File: config.mk
export PLATFORM = sky130hd
export DESIGN_NAME = clk_park_gate
export DESIGN_NICKNAME = d
export VERILOG_FILES = /design/src/rtl/clk_park_pkg.sv /design/src/rtl/clk_park_sync.sv /design/src/rtl/clk_park_mode.sv /design/src/rtl/clk_park_bank.sv /design/src/rtl/clk_park_gate.sv
export SDC_FILE = /design/constraint.sdc
export NUM_CORES = 1
export LEC_CHECK = 0
export ABC_AREA = 1
export BUFFER_PORTS_ARGS = -buffer_cell sky130_fd_sc_hd__buf_2
export CELL_PAD_IN_SITES_DETAIL_PLACEMENT = 0
export CELL_PAD_IN_SITES_GLOBAL_PLACEMENT = 1
export CORE_ASPECT_RATIO = 1.1
export CORE_UTILIZATION = 26
export DETAILED_ROUTE_END_ITERATION = 16
export GPL_TIMING_DRIVEN = 0
export PLACE_DENSITY = 0.8
export SYNTH_ARGS = -nofsm -noshare
export SYNTH_HDL_FRONTEND = slang
export SYNTH_SLANG_ARGS = --single-unit
File: constraint.sdc
create_clock -name clk -period 0.86 [get_ports clk]
set_clock_uncertainty 0.1 [all_clocks]
set_input_delay 0.129 -clock clk [delete_from_list [all_inputs] [get_ports clk]]
set_output_delay 0.129 -clock clk [all_outputs]
set_load 0.05 [all_outputs]
File: src/rtl/clk_park_pkg.sv
package clk_park_pkg;

  // Three-valued control digit, carried on two bits.
  typedef enum logic [1:0] {
    LVL_LOW  = 2'b00,
    LVL_MID  = 2'b01,
    LVL_HIGH = 2'b10,
    LVL_HI_X = 2'b11
  } lvl3_e;

  function automatic logic lvl_is_low(input logic [1:0] v);
    return v == LVL_LOW;
  endfunction

  function automatic logic lvl_is_mid(input logic [1:0] v);
    return v == LVL_MID;
  endfunction

  function automatic logic lvl_is_high(input logic [1:0] v);
    return v[1];
  endfunction

  // Quiet level of a stopped output.
  function automatic logic park_of(input logic pol);
    return ~pol;
  endfunction

  function automatic logic sel_both_low(input logic [3:0] s);
    return lvl_is_low(s[3:2]) && lvl_is_low(s[1:0]);
  endfunction

  function automatic logic sel_divides(input logic [3:0] s);
    return sel_both_low(s) || (lvl_is_high(s[3:2]) && lvl_is_high(s[1:0]));
  endfunction

  // Whether a bank is asked to run, given the synchronised disable.
  function automatic logic bank_want(input logic dis, input logic [1:0] byp,
                                     input logic [3:0] s, input logic is_fb);
    if (!dis)            return 1'b1;
    if (lvl_is_mid(byp)) return !sel_both_low(s);
    return is_fb;
  endfunction

endpackage

File: src/rtl/clk_park_sync.sv
module clk_park_sync #(
  parameter int STAGES = 2
) (
  input  logic clk,
  input  logic rst_n,
  input  logic d,
  output logic q
);
  logic [STAGES-1:0] sh;

  always_ff @(posedge clk or negedge rst_n) begin
    if (!rst_n) sh <= '0;
    else        sh <= {sh[STAGES-2:0], d};
  end

  assign q = sh[STAGES-1];
endmodule

File: src/rtl/clk_park_mode.sv
module clk_park_mode
  import clk_park_pkg::*;
#(
  parameter int NUM_BANKS = 4,
  parameter int FB_BANK   = 2
) (
  input  logic                   dis_sync,
  input  logic                   edge_pol,
  input  logic [1:0]             byp_mode,
  input  logic [4*NUM_BANKS-1:0] bank_sel,
  output logic [NUM_BANKS-1:0]   want,
  output logic [NUM_BANKS-1:0]   invert,
  output logic [NUM_BANKS-1:0]   park
);
  logic byp_on;
  assign byp_on = !lvl_is_low(byp_mode);

  for (genvar b = 0; b < NUM_BANKS; b++) begin : g_bank
    localparam logic IS_FB = (b == FB_BANK);
    logic [3:0] sel_b;
    logic       divided;
    assign sel_b     = bank_sel[4*b +: 4];
    assign divided   = IS_FB && sel_divides(sel_b);
    assign invert[b] = byp_on && !edge_pol && !divided;
    assign want[b]   = bank_want(dis_sync, byp_mode, sel_b, IS_FB);
    assign park[b]   = park_of(edge_pol);
  end
endmodule

File: src/rtl/clk_park_bank.sv
module clk_park_bank (
  input  logic clk,
  input  logic rst_n,
  input  logic wave,
  input  logic park,
  input  logic want,
  output logic run,
  output logic q
);
  logic act;       // 1: output is away from the parked level
  logic at_park;   // waveform sits at the parked level: a safe boundary

  assign at_park = (wave == park);

  always_ff @(posedge clk or negedge rst_n) begin
    if (!rst_n) begin
      run <= 1'b0;
      act <= 1'b0;
    end else begin
      if (at_park) run <= want;
      act <= run && !at_park;
    end
  end

  assign q = act ^ park;
endmodule

File: src/rtl/clk_park_gate.sv
module clk_park_gate
  import clk_park_pkg::*;
#(
  parameter int NUM_BANKS     = 4,
  parameter int OUTS_PER_BANK = 2,
  parameter int FB_BANK       = 2,
  parameter int SYNC_STAGES   = 2
) (
  input  logic                               clk,
  input  logic                               rst_n,
  input  logic                               out_dis_async,
  input  logic                               edge_pol,
  input  logic [1:0]                         byp_mode,
  input  logic [4*NUM_BANKS-1:0]             bank_sel,
  input  logic [NUM_BANKS-1:0]               bank_clk,
  output logic [NUM_BANKS*OUTS_PER_BANK-1:0] q_out
);
  localparam int OUT_W = NUM_BANKS * OUTS_PER_BANK;

  logic                 dis_sync;
  logic [NUM_BANKS-1:0] want, invert, park, wave, run, q_bank;

  clk_park_sync #(.STAGES(SYNC_STAGES)) u_sync (
    .clk(clk), .rst_n(rst_n), .d(out_dis_async), .q(dis_sync)
  );

  clk_park_mode #(.NUM_BANKS(NUM_BANKS), .FB_BANK(FB_BANK)) u_mode (
    .dis_sync(dis_sync), .edge_pol(edge_pol), .byp_mode(byp_mode),
    .bank_sel(bank_sel), .want(want), .invert(invert), .park(park)
  );

  assign wave = bank_clk ^ invert;

  for (genvar b = 0; b < NUM_BANKS; b++) begin : g_gate
    clk_park_bank u_bank (
      .clk(clk), .rst_n(rst_n), .wave(wave[b]), .park(park[b]),
      .want(want[b]), .run(run[b]), .q(q_bank[b])
    );
  end

  for (genvar o = 0; o < OUT_W; o++) begin : g_fan
    assign q_out[o] = q_bank[o / OUTS_PER_BANK];
  end
endmodule

; Word-level counts from Yosys, hierarchy flattened
; Index checks and enable logic that the tools add are counted.
[op_classes]
n_mux = 15
eq_ne = 5
bitwise_logic = 6
reduce_logical = 32
[ops]
columns = operator, n
row1 = $logic_not 2->1, 9
row2 = $mux 1, 15
row3 = $logic_and 1x1->1, 11
row4 = $logic_not 1->1, 11
row5 = $eq 1x1->1, 4
row6 = $xor 1x1->1, 4
row7 = $xor 4x4->4, 1
row8 = $eq 2x1->1 const B, 1
row9 = $logic_or 1x1->1, 1
row10 = $not 1->1, 1
[word_totals]
word_cells = 67
in_bits = 26
register_bits = 10
out_inout_bits = 8

; Logic depth before layout (Yosys ltp)
[depth]
ltp_word = 9
mapped_depth = 9
mapped_depth_nobuf = 9

; Cells and area by module
; A second synthesis with hierarchy kept.
[unflattened]
cells_unflattened = 116
hier_area_um2 = 749.5
[by_module_without_submodules]
columns = module, seq_area_each_um2, n_inst, cells_each, area_per_inst_um2
row1 = clk_park_bank, 50.0, 4, 13, 106.4
row2 = clk_park_mode, 0.0, 1, 38, 168.9
row3 = clk_park_gate, 0.0, 1, 24, 105.1
row4 = clk_park_sync, 50.0, 1, 2, 50.0

; Least setup slack after synthesis
; Ideal clock, no wire load.
[synth_path]
path_kind = reg2out
startpoint = register g_gate[0].u_bank.act
endpoint = output q_out[0]
required_ns = 0.631
n_path_buf = 1
arrival_time_ns = 0.734
stages_incl_launch_ff = 3
slack_ns = -0.103
path_cell_list = dfrtp_1 > xnor2_1 > buf_4
[synth_between]
elab_chain_len = 1
[synth_rtl]
columns = element, line_no
row1 = "start, declared", clk_park_bank.sv:10  ; logic act;
row2 = "start signal, assigned", clk_park_bank.sv:21  ; act <= run && !at_park;
row3 = $xor 1x1->1, clk_park_bank.sv:25  ; assign q = act ^ park;
row4 = "end, declared", clk_park_gate.sv:16  ; output logic [NUM_BANKS*OUTS_PER_BANK-1:0] q_out
; No other way between the ends.

; Final worst setup path
[layout_path]
startpoint = register g_gate[0].u_bank.act
endpoint = output q_out[1]
; Same word-level chain as after synthesis.

==> impl_metrics.yaml <==
status:
  status: "complete, but fails checks"
  failed_checks: "setup timing"
synth:
  yosysTopAreaCellShare_pct: 41.0
  synthCells: 75
  synth_nets: 101
  syn_area_um2: 611
  synth_seq_cells: 10
  ys_warn_count: 0
  yosysTopAreaCell: "dfrtp_1"
  ys_types: 14
  yosysSeqAreaShare_pct: 41.0
  synthTopCellsByArea: "dfrtp_1 41%, nand2_1 12%, buf_4 9.8%"
  synth.avg_cell_area_um2: 8.14
final_layout:
  nFillCells: 213
  synthToLayoutAreaGrowth_pct: 64.3
  nNetsFinal: 141
  drive_gt1_share_pct: 53.5
  fin_cells: 144
  diodes: 0
routing:
  drt_wl_total_mm: 1.15
  drc: 0
  viasPerCell: 3.83
  first_pass_iters: 4
  vias: 552
  drtIter0Drc: 5
  avgRoutedWirePerCell_um: 7.99
  drtAntennaViolNets: 0
sta:
  tightest_slew_ps: 242
  rsz0062_at_grt: "true"
  min_period_ps: 1300
  final_max_slew_viol_count: 0
  fin_ws_ps: -443
  slew-limit-headroom_pct: 83.8
  max_freq_mhz: 768
  post-route-period-util_pct: 151
  finalHoldViolations: 0
  setup_viol: 11
  tns_ps: -3510
run:
  max_cap_violations: 0
global_route:
  grt_pass1_wl_mm: 1.97
  track_usage_pct: 11.1
  globalRouteOverflowTotal: 0
  grt_max_degree: 11
  antenna_found_initial: 0
  grt_pass1_vias: 516
placed_design:
  place_inst: 137
  gp_congestion: 0.673
  dp_slack_ps: -294
  dp_hpwl_um: 887
  port_buffers: 32
setup_path:
  crit_type: "flop to primary output"
  path_max_fanout: 2
  crit_buf_inv: 2
  crit_required_ps: 630
  cp_slowest_stage_delay_ps: 390
  arrival_ps: 1070
  crit_family: "flip-flops"
  startpoint_type: "flop"
  critPathSlowestCell: "dfrtp_1"
  end_kind: "primary output"
  path_cells: "xnor2_2, buf_4, buf_8"
die:
  rows: 18
  initial_core_util_pct: 27.4
  die_area_um2: 2550
  fp.dieH_um: 52.8
  die-width_um: 48.2
  num_io_pins: 34
  core_um2: 2230
clock_network:
  cts_max_level: 1
  cts_tree: "built"
  cts_buffers: 3
  path_clk_slew_ps: 60
  cts_root_buf: "clkbuf_4"
  cts.sink_count: 10
  insertion_delay_ps: 260
  clockBufferDepth: 2
power:
  leakage_nw: 0.535
  power_density_nw_per_um2: 1760
  vdd_ir_drop_max_mv: 0.686
min_path:
  hold_path_class: "primary input to flop"
## through the flow
stage	hold WS, ps	util (%)	power (mW)	area [um^2]
3_3_place_gp	-110	36.5	1.15	813
3_5_place_dp	-105	36.5	1.16	813
2_1_floorplan	-267	-	1.02	616
4_1_cts	61.1	43.6	1.77	972
5_1_grt	79.7	45.0	1.89	1000
6_report	66.2	45.0	1.77	1000
## worst min-delay path, cell delays in order
cell    delay, ps
buf_2         100
xor2_2         70
nor2_1         80
## layer usage
layer,track usage (%),up-vias,share of wire [%]
met2,17.6,28,49
met3,1.72,0,7.6
met5,0,-,0
li1,-,291,-
met1,13.6,233,43
met4,6.94,0,0
## layout make-up
cell class | count | area, um^2 | area share [%]
Tap cell | 30 | 37.5 | 3.74
Timing Repair Buffer | 35 | 272 | 27.1
Multi-Input combinational cell | 48 | 304 | 30.3
Inverter | 8 | 32.5 | 3.24
Sequential cell | 10 | 250 | 24.9
Clock buffer | 4 | 36.3 | 3.62
Buffer | 9 | 71.3 | 7.11
## synth_stat cells (all sizes together)
library cell,instances
nor2,14
dfrtp,10
buf,9
xor2,3
nand2,21
nand4,1
inv,8
o21ai,3
nand3,2
xnor2,4
## path summary, 6_finish.rpt
check	start	endpoint	slack, ps	cells after the start
min in group asynchronous	rst_n	g_gate[1].u_bank.run$_DFFE_PN0N_	170	2
min reg2reg	u_sync.sh[0]$_DFF_PN0_	u_sync.sh[1]$_DFF_PN0_	260	0
max	g_gate[0].u_bank.act$_DFF_PN0_	q_out[1]	-440	3
min	bank_clk[3]	g_gate[3].u_bank.act$_DFF_PN0_	70	3
max in group asynchronous	rst_n	g_gate[2].u_bank.run$_DFFE_PN0N_	310	2
max reg2reg	u_sync.sh[1]$_DFF_PN0_	g_gate[1].u_bank.run$_DFFE_PN0N_	-10	4
## kinds of logic (layout without fill, tap and decap cells)
family                    count (synthesis)  count (layout)  synth area share (%)
and+or+nand+nor                          38              38                  25.8
xor gates and xnor gates                  7               7                  13.7
AOI/OAI and AO/OA                         3               3                  2.46
DFF                                      10              10                  41.0
buffers and inverters                    17              56                  17.0
## power breakdown
part	switching [mW]	internal [mW]
logic	0.427	0.387
registers	0.0256	0.523
clock network	0.148	0.257
total	0.600	1.17
## flip-flops by register name, indices dropped and copies added (netlist names)
register,cells
u_sync.sh,2
g_gate.u_bank.run,4
g_gate.u_bank.act,4
## placed cells by master, fill, tap and decap left out
master | Yosys | layout
inv_1 | 7 | 7
nor2_4 | 0 | 1
nand4_1 | 1 | 1
dlygate4sd3_1 | 0 | 2
xnor2_2 | 0 | 4
nand2_2 | 0 | 3
dfrtp_1 | 10 | 10
nand2_4 | 1 | 1
xor2_2 | 3 | 3
o21ai_1 | 3 | 3
nor2_2 | 1 | 2
buf_8 | 0 | 8
buf_4 | 8 | 8
nor2_1 | 13 | 11
clkbuf_4 | 0 | 3
nand2_1 | 20 | 17
buf_6 | 1 | 2
buf_2 | 0 | 24
nand3_1 | 2 | 2
clkbuf_8 | 0 | 1
inv_4 | 1 | 1
## timing repair
item                                    4_1_cts  5_1_grt
endpoints found under the setup margin        9       13
setup buffers                                 0        1
pin swaps                                     3        3
resized for setup                            27        7
hold buffers                                  2        0
hold endpoints to repair                     11        0
(Power assumes the default switching activity.)
